<file path="config.mk">
export PLATFORM = sky130hd
export DESIGN_NAME = tc_frame_serializer
export DESIGN_NICKNAME = d
export VERILOG_FILES = /design/src/rtl/tcfs_pkg.sv /design/src/rtl/tcfs_ctrl.sv /design/src/rtl/tcfs_datapath.sv /design/src/rtl/tc_frame_serializer.sv
export SDC_FILE = /design/constraint.sdc
export NUM_CORES = 1
export LEC_CHECK = 0
export BUFFER_PORTS_ARGS = -buffer_cell sky130_fd_sc_hd__buf_2
export CORE_UTILIZATION = 55
export DETAILED_ROUTE_END_ITERATION = 12
export MAX_ROUTING_LAYER = met4
export PLACE_DENSITY = 0.85
export SYNTH_ARGS = -nofsm -noshare
export SYNTH_HDL_FRONTEND = slang
export SYNTH_SLANG_ARGS = --single-unit
</file>
<file path="constraint.sdc">
create_clock -name clk -period 4.5 [get_ports clk]
set_input_delay 0 -clock clk [delete_from_list [all_inputs] [get_ports clk]]
set_output_delay 0 -clock clk [all_outputs]
set_load 0.005 [all_outputs]
</file>
<file path="src/rtl/tcfs_pkg.sv">
package tcfs_pkg;

  localparam logic [7:0] K_HIT_ODD  = 8'hFB;
  localparam logic [7:0] K_HIT_EVEN = 8'hFD;
  localparam logic [7:0] K_NO_HIT   = 8'hF7;

  typedef struct packed {
    logic load;
    logic hdrSel;
    logic paySel;
  } ctrlStrobes_t;

endpackage

</file>
<file path="src/rtl/tcfs_ctrl.sv">
module tcfs_ctrl
  import tcfs_pkg::*;
#(
  parameter int unsigned FRAME_CLKS = 32,
  parameter int unsigned PAY_WORDS  = 15
) (
  input  logic         clk,
  input  logic         rst_n,
  input  logic         startIn,
  output ctrlStrobes_t strobes,
  output logic         busy
);

  localparam int unsigned SLOT_W = $clog2(FRAME_CLKS);
  localparam logic [SLOT_W-1:0] LAST_SLOT = SLOT_W'(FRAME_CLKS - 1);
  localparam logic [SLOT_W-1:0] LAST_PAY  = SLOT_W'(PAY_WORDS);

  logic              active;
  logic [SLOT_W-1:0] slot;

  always_ff @(posedge clk) begin
    if (!rst_n) begin
      active <= 1'b0;
      slot   <= '0;
    end else if (!active) begin
      if (startIn) begin
        active <= 1'b1;
        slot   <= '0;
      end
    end else if (slot == LAST_SLOT) begin
      active <= 1'b0;
      slot   <= '0;
    end else begin
      slot <= slot + 1'b1;
    end
  end

  always_comb begin
    strobes.load   = startIn && !active;
    strobes.hdrSel = active && (slot == '0);
    strobes.paySel = active && (slot != '0) && (slot <= LAST_PAY);
  end

  assign busy = active;

endmodule

</file>
<file path="src/rtl/tcfs_datapath.sv">
module tcfs_datapath
  import tcfs_pkg::*;
#(
  parameter int unsigned NUM_CELLS = 12,
  parameter int unsigned REC_W     = 20,
  parameter int unsigned WORD_W    = 16
) (
  input  logic                       clk,
  input  logic                       rst_n,
  input  ctrlStrobes_t               strobes,
  input  logic                       boardOdd,
  input  logic [NUM_CELLS*REC_W-1:0] recordsIn,
  output logic [WORD_W-1:0]          wordOut,
  output logic                       kFlag
);

  localparam int unsigned PAY_BITS  = NUM_CELLS * REC_W;
  localparam int unsigned PAY_WORDS = (PAY_BITS + WORD_W - 1) / WORD_W;
  localparam int unsigned PAY_PAD   = PAY_WORDS * WORD_W;
  localparam int unsigned IDX_W     = $clog2(PAY_WORDS) + 1;

  logic [PAY_PAD-1:0]   packedNext;
  logic [PAY_PAD-1:0]   payReg;
  logic [7:0]           hdrNext;
  logic [7:0]           hdrReg;
  logic                 anyFire;
  logic [IDX_W-1:0]     wordIdx;
  logic [WORD_W-1:0]    wordArr [PAY_WORDS];

  // Concatenate records, record 0 at the stream head, zero padding at the tail.
  always_comb begin
    packedNext = '0;
    anyFire    = 1'b0;
    for (int c = 0; c < NUM_CELLS; c++) begin
      packedNext[PAY_PAD-1-c*REC_W -: REC_W] = recordsIn[c*REC_W +: REC_W];
      anyFire = anyFire | recordsIn[c*REC_W + REC_W - 1];
    end
  end

  always_comb begin
    if (!anyFire)      hdrNext = K_NO_HIT;
    else if (boardOdd) hdrNext = K_HIT_ODD;
    else               hdrNext = K_HIT_EVEN;
  end

  always_ff @(posedge clk) begin
    if (!rst_n) begin
      payReg  <= '0;
      hdrReg  <= K_NO_HIT;
      wordIdx <= '0;
    end else if (strobes.load) begin
      payReg  <= packedNext;
      hdrReg  <= hdrNext;
      wordIdx <= '0;
    end else if (strobes.paySel) begin
      wordIdx <= wordIdx + 1'b1;
    end
  end

  for (genvar w = 0; w < PAY_WORDS; w++) begin : g_slice
    assign wordArr[w] = payReg[PAY_PAD-1-w*WORD_W -: WORD_W];
  end

  always_comb begin
    wordOut = '0;
    if (strobes.hdrSel)
      wordOut = {{(WORD_W-8){1'b0}}, hdrReg};
    else if (strobes.paySel && (wordIdx < IDX_W'(PAY_WORDS)))
      wordOut = wordArr[wordIdx];
  end

  assign kFlag = strobes.hdrSel;

endmodule

</file>
<file path="src/rtl/tc_frame_serializer.sv">
module tc_frame_serializer
  import tcfs_pkg::*;
#(
  parameter int unsigned NUM_CELLS  = 12,
  parameter int unsigned TIME_W     = 7,
  parameter int unsigned ENERGY_W   = 12,
  parameter int unsigned WORD_W     = 16,
  parameter int unsigned FRAME_CLKS = 32,
  localparam int unsigned REC_W     = 1 + TIME_W + ENERGY_W,
  localparam int unsigned PAY_WORDS = (NUM_CELLS * REC_W + WORD_W - 1) / WORD_W
) (
  input  logic                       clk,
  input  logic                       rst_n,
  input  logic                       startIn,
  input  logic                       boardOdd,
  input  logic [NUM_CELLS*REC_W-1:0] recordsIn,
  output logic [WORD_W-1:0]          wordOut,
  output logic                       kFlag,
  output logic                       wordValid,
  output logic                       busy
);

  ctrlStrobes_t strobes;
  logic         frameActive;

  tcfs_ctrl #(
    .FRAME_CLKS(FRAME_CLKS),
    .PAY_WORDS (PAY_WORDS)
  ) u_ctrl (
    .clk    (clk),
    .rst_n  (rst_n),
    .startIn(startIn),
    .strobes(strobes),
    .busy   (frameActive)
  );

  tcfs_datapath #(
    .NUM_CELLS(NUM_CELLS),
    .REC_W    (REC_W),
    .WORD_W   (WORD_W)
  ) u_dp (
    .clk      (clk),
    .rst_n    (rst_n),
    .strobes  (strobes),
    .boardOdd (boardOdd),
    .recordsIn(recordsIn),
    .wordOut  (wordOut),
    .kFlag    (kFlag)
  );

  assign busy      = frameActive;
  assign wordValid = frameActive;

endmodule

</file>
Yosys cells after proc, flatten, opt, wreduce, memory -nomap -nowiden
Index checks and enable logic that the tools add are counted.
{ "op_classes": {"n_eq_ne": 1, "addsub": 2, "shifts": 0, "order_cmp": 3, "n_div": 0, "reduce_logical": 10, "mul": 0, "n_bitwise": 13, "mux": 13} }
{ "op_table": {"columns": ["cell", "n"], "rows": [
  ["$bmux 16 s4", 1],
  ["$mux 16", 4],
  ["$mux 5", 3],
  ["$or 1x1->1", 11],
  ["$add 5x1->5 const B", 2],
  ["$mux 8", 1],
  ["$ge 6x5->1 const B", 1],
  ["$not 5->6", 1],
  ["$eq 5x5->1 const B", 1],
  ["$le 5x4->1 const B", 1],
  ["$logic_and 1x1->1", 5],
  ["$logic_not 5->1", 1],
  ["$lt 5x4->1 const B", 1],
  ["$reduce_bool 5->1", 1],
  ["$mux 1", 3],
  ["$mux 3", 1],
  ["$reduce_bool 2->1", 1],
  ["$reduce_or 2->1", 1],
  ["$logic_not 1->1", 1],
  ["$not 1->1", 1]
]} }
{ "word_totals": {"latchBits": 0, "ramBits": 0, "register_bits": 259, "elab_cells": 47, "memories": 0, "in_bits": 244, "output_inout_bits": 19, "rom_bits": 0} }

Logic depth before layout (Yosys ltp)
{ "depth": {"ltp_word": 12, "depth_mapped": 8, "depth_no_buf": 7} }

By module
A second synthesis with hierarchy kept.
{ "unflattened": {"hier_cells": 1038, "hier_area_um2": 11900.2} }
{ "modules_own_cells": {"columns": ["module", "instances", "cells_per_inst", "area_each_um2", "seq_area_each_um2"], "rows": [
  ["tcfs_datapath", 1, 994, 11499.8, 4964.8],
  ["tcfs_ctrl", 1, 43, 392.9, 120.1],
  ["tc_frame_serializer", 1, 1, 7.5, 0.0]
]} }

Least setup slack after synthesis
No wires, ideal clock.
{ "synth_timing": {"path_kind": "register -> output", "start": "register u_ctrl.slot[0]", "end": "output port wordOut[4]", "arrival_ns": 1.719, "n_path_buf": 2, "path_slack_ns": 2.781, "t_required_ns": 4.500, "stages_incl_launch_ff": 9, "cell_sequence": "dfxtp_1 -> ha_1 -> and3_2 -> ha_1 -> o211ai_2 -> nand2b_1 -> buf_6 -> buf_8 -> o31ai_1"} }
{ "synth_via": {"elab_chain_cells": 6, "word_cells_on_any_way": 9, "cone_classes": "order compare (1); mux (2); reduce/logical (6)"} }
{ "synth_rtl": {"columns": ["element", "line_no", "text"], "rows": [
  ["start: declaration", "tcfs_ctrl.sv:19", "logic [SLOT_W-1:0] slot;"],
  ["start signal: assignment", "tcfs_ctrl.sv:34", "slot <= slot + 1'b1;"],
  ["branches (longest 5 deep; another with $le 5x4->1)", null, null],
  ["$mux 16 *", "tcfs_datapath.sv:66", "if (strobes.hdrSel)"],
  ["end: declaration", "tc_frame_serializer.sv:17", "output logic [WORD_W-1:0] wordOut,"]
]} }
Every way passes the cells marked *.

Worst setup path in the final report
{ "layout_timing": {"start": "register u_dp.wordIdx[0]", "end": "output port wordOut[2]"} }
{ "layout_via": {"elab_chain_cells": 6, "word_cells_on_any_way": 8, "cone_classes": "order compare (1); mux (5); bitwise (1); reduce/logical (1)"} }
{ "layout_rtl": {"columns": ["element", "line_no", "text"], "rows": [
  ["start: declaration", "tcfs_datapath.sv:27", "logic [IDX_W-1:0] wordIdx;"],
  ["start signal: assignment", "tcfs_datapath.sv:56", "wordIdx <= wordIdx + 1'b1;"],
  ["$not 5->6 (implied by the code)", "tcfs_datapath.sv:69", "wordOut = wordArr[wordIdx];"],
  ["$bmux 16 s4", "tcfs_datapath.sv:69", null],
  ["$mux 16 (implied by the code) (2 in series)", "tcfs_datapath.sv:69", null],
  ["$mux 16 *", "tcfs_datapath.sv:68", "else if (strobes.paySel && (wordIdx < IDX_W'(PAY_WORDS)))"],
  ["$mux 16 *", "tcfs_datapath.sv:66", null]
]} }
Mark *: on every way between the ends. The rest lies on a longest branch, timed or not. The select of a mux whose other input is x is not followed.

==> impl_metrics.ini <==
[drt]
drt_iter0_markers = 1039
remaining_drc_errors = 0
wl_met3_um = 3340
route.met2.wl_um = 18400
dr.pass1.iters = 6
drtAntennaViolNets = 0
wl_met1_um = 13500
viasPerCell = 6.26
wire_per_inst_um = 24.3
totalWireLength_um = 37300
via_count = 9624
highest_layer = met4

[clock_network]
cts_tree = built
cts_resized = 0
postCtsSetupBuffers = 0
cts-root-buf = clkbuf_16
clkLatencyLatePin_ns = 0.52
clockBufferDepth = 3
clkSinkCount = 254
clk_transition_reported_paths_ns = 0.06
postCtsHoldBufs = 244
numCtsBuffers = 26
h-tree-depth = 1

[logic_synthesis]
yosysSeqAreaShare = 0.500
synth_seq_cells = 254
synth_fp_nets = 1080
yosysMostFrequentCell = dfxtp_1
synthDistinctLibCells = 50
async_flop_share = 0
yosys.area.top_type = dfxtp_1
synth_top_area_frac = 0.500
synthTopCellsByCount = dfxtp_1 (254), a22o_1 (240), buf_2 (48), mux4_2 (35), mux2i_1 (27)
synth_ff_type = dfxtp_1
netlist_instances = 831
syn_avg_cell_area_um2 = 12.2
yosysWarnings = 0
synth_edf_count = 0
synthTopCellsByArea = dfxtp_1 (50%), a22o_1 (21%), mux4_2 (7.8%)
syn-cell-area_mm2 = 0.0102

[timing]
worst_pin_slew_ns = 1.03
holdWs_ns = 0.221
fin_crit_sh = 0.691
fin_crit_ns = 3.11
fmax_ghz = 0.322
drv_slew = 0
final_hold_viol_count = 0
final.setup.tns_ns = 0
maxSlewHeadroom = 0.309
finalSetupViolCount = 0
skew_ns = 0.00894
rsz0062_at_grt = no
setup_slack_ns = 1.39

[setup_path]
cp_cell_sequence = buf_4 -> nor2_1 -> a22oi_1 -> a21oi_1 -> o31ai_1 -> buf_2
start_kind = flip-flop
arrival_ns = 3.11
worstPathRequired_ns = 4.50
crit_family = flip-flops
crit_path_max_fanout = 32
slowest_delay_ns = 0.99
critPathCaptureType = output pin
worst-path-buf-inv = 2
cp_slowest_cell = dfxtp_2
critical_path_class = reg -> out

[run]
maxCapViolations = 0

[min_path]
hp-class = in -> reg

[die]
io_pins = 263
core_area_mm2 = 0.0180
die-height_um = 138
initial_core_util = 0.564
die_area_mm2 = 0.0190
die_x_um = 138
rows = 49

[power_and_ir_drop]
power.total_mw = 5.50
vdd_drop_max_uv = 507
p_leak_nw = 6.20
sw_frac_of_total = 0.239
internal-power_mw = 4.18
total_switching_power_mw = 1.31
powerDensity_mw_per_mm2 = 374
pwr-share-comb = 0.125
clkPwrFrac = 0.421
p_seq_frac = 0.454

[global_route]
grt.overflow.total = 0
grt_usage = 0.398
antenna_found_initial = 3
grt_max_degree = 107
grt_pass1_vias = 9758
grt_pass1_wl_um = 54600

[final_layout]
area_delta_synth_final_pct = 44.5
fillCellCount = 999
nNetsFinal = 1535
drive_gt1_frac = 0.276
instances_no_fill = 1538

[place]
place.port_buffers = 262
pre_cts_slack_ns = 2.03
hpwl_um = 20100
place_congestion = 0.880
place_inst = 1243

[run_status]
status = finished, final reports clean
-- worst paths after layout --
path,from,endpoint,slack (ns),depth (start not counted)
min,recordsIn[128],u_dp.payReg[108]$_SDFFE_PN0P_,0.22,3
min reg2reg,u_dp.payReg[130]$_SDFFE_PN0P_,u_dp.payReg[130]$_SDFFE_PN0P_,0.48,1
max,u_dp.wordIdx[0]$_SDFFE_PP0P_,wordOut[2],1.39,6
max reg2reg,u_ctrl.busy$_SDFF_PN0_,u_dp.payReg[124]$_SDFFE_PN0P_,2.00,4
-- metrics by stage --
| stage | utilization | instance area [um2] |
|---|---|---|
| floorplan | - | 10200 |
| finish | 0.815 | 14700 |
| CTS | 0.815 | 14700 |
| global placement | 0.629 | 11300 |
| global route | 0.815 | 14700 |
| detailed placement | 0.629 | 11300 |
-- flip-flops by register name, indices dropped and copies added (netlist names) --
| register | cells |
|---|---|
| u_ctrl.busy | 1 |
| u_dp.payReg | 240 |
| u_ctrl.slot | 5 |
| u_dp.wordIdx | 5 |
| u_dp.hdrReg | 3 |
-- power by group through the flow --
| stage | logic [mW] | clock network (mW) | registers [mW] |
|---|---|---|---|
| CTS | 0.646 | 2.30 | 2.48 |
| finish | 0.684 | 2.31 | 2.50 |
| detailed placement | 0.477 | 0 | 2.53 |
| floorplan | 0.298 | 0 | 2.49 |
| global placement | 0.471 | 0 | 2.52 |
| global route | 0.724 | 2.41 | 2.51 |
-- cells in the final DEF (no fill, tap or decap), types with 7 or more instances in the layout --
master	instances
mux4_2	35
a22o_1	240
o31ai_1	7
clkbuf_1	7
a211oi_1	16
buf_2	262
and3_1	7
o21ai_0	8
dlygate4sd3_1	244
inv_1	9
o2bb2ai_1	8
mux4_1	8
mux2i_1	27
dfxtp_1	251
nand2_1	26
nor2b_1	14
nor2_1	8
clkbuf_16	27
a21oi_1	10
-- metal layers --
metal / up-vias / GRT usage
li1: 4171 / -
met1: 4614 / 0.454
met2: 668 / 0.671
met3: 171 / 0.0720
met4: 0 / 0.200
met5: - / -
-- logic make-up after synthesis --
group	count (synthesis)	share of synthesized area
AND/OR/NAND/NOR	88	0.0476
flip-flops	254	0.500
AO/OA/AOI/OAI	314	0.260
XOR/XNOR	1	0.000861
adder cells (fa/ha/maj)	5	0.00615
multiplexers	74	0.129
buffers and inverters	95	0.0566
-- worst reg2reg max path: stages, from the launching register on --
cell and delay (ns):
dfxtp_1 0.44, nor2b_2 0.29, and2_4 0.78, buf_4 0.64, a22o_1 0.28
-- area by class of cell --
type                            instances  area (um2)  share of cell area
Clock inverter                         10         160              0.0109
Timing Repair Buffer                  512        3840               0.261
Antenna cell                            3        7.51            0.000511
Clock buffer                           38         757              0.0515
Multi-Input combinational cell        482        4520               0.308
Sequential cell                       254        5090               0.347
Tap cell                              229         287              0.0195
Inverter                               10        37.5             0.00255
No activity file was read; power rests on OpenSTA's default activity.
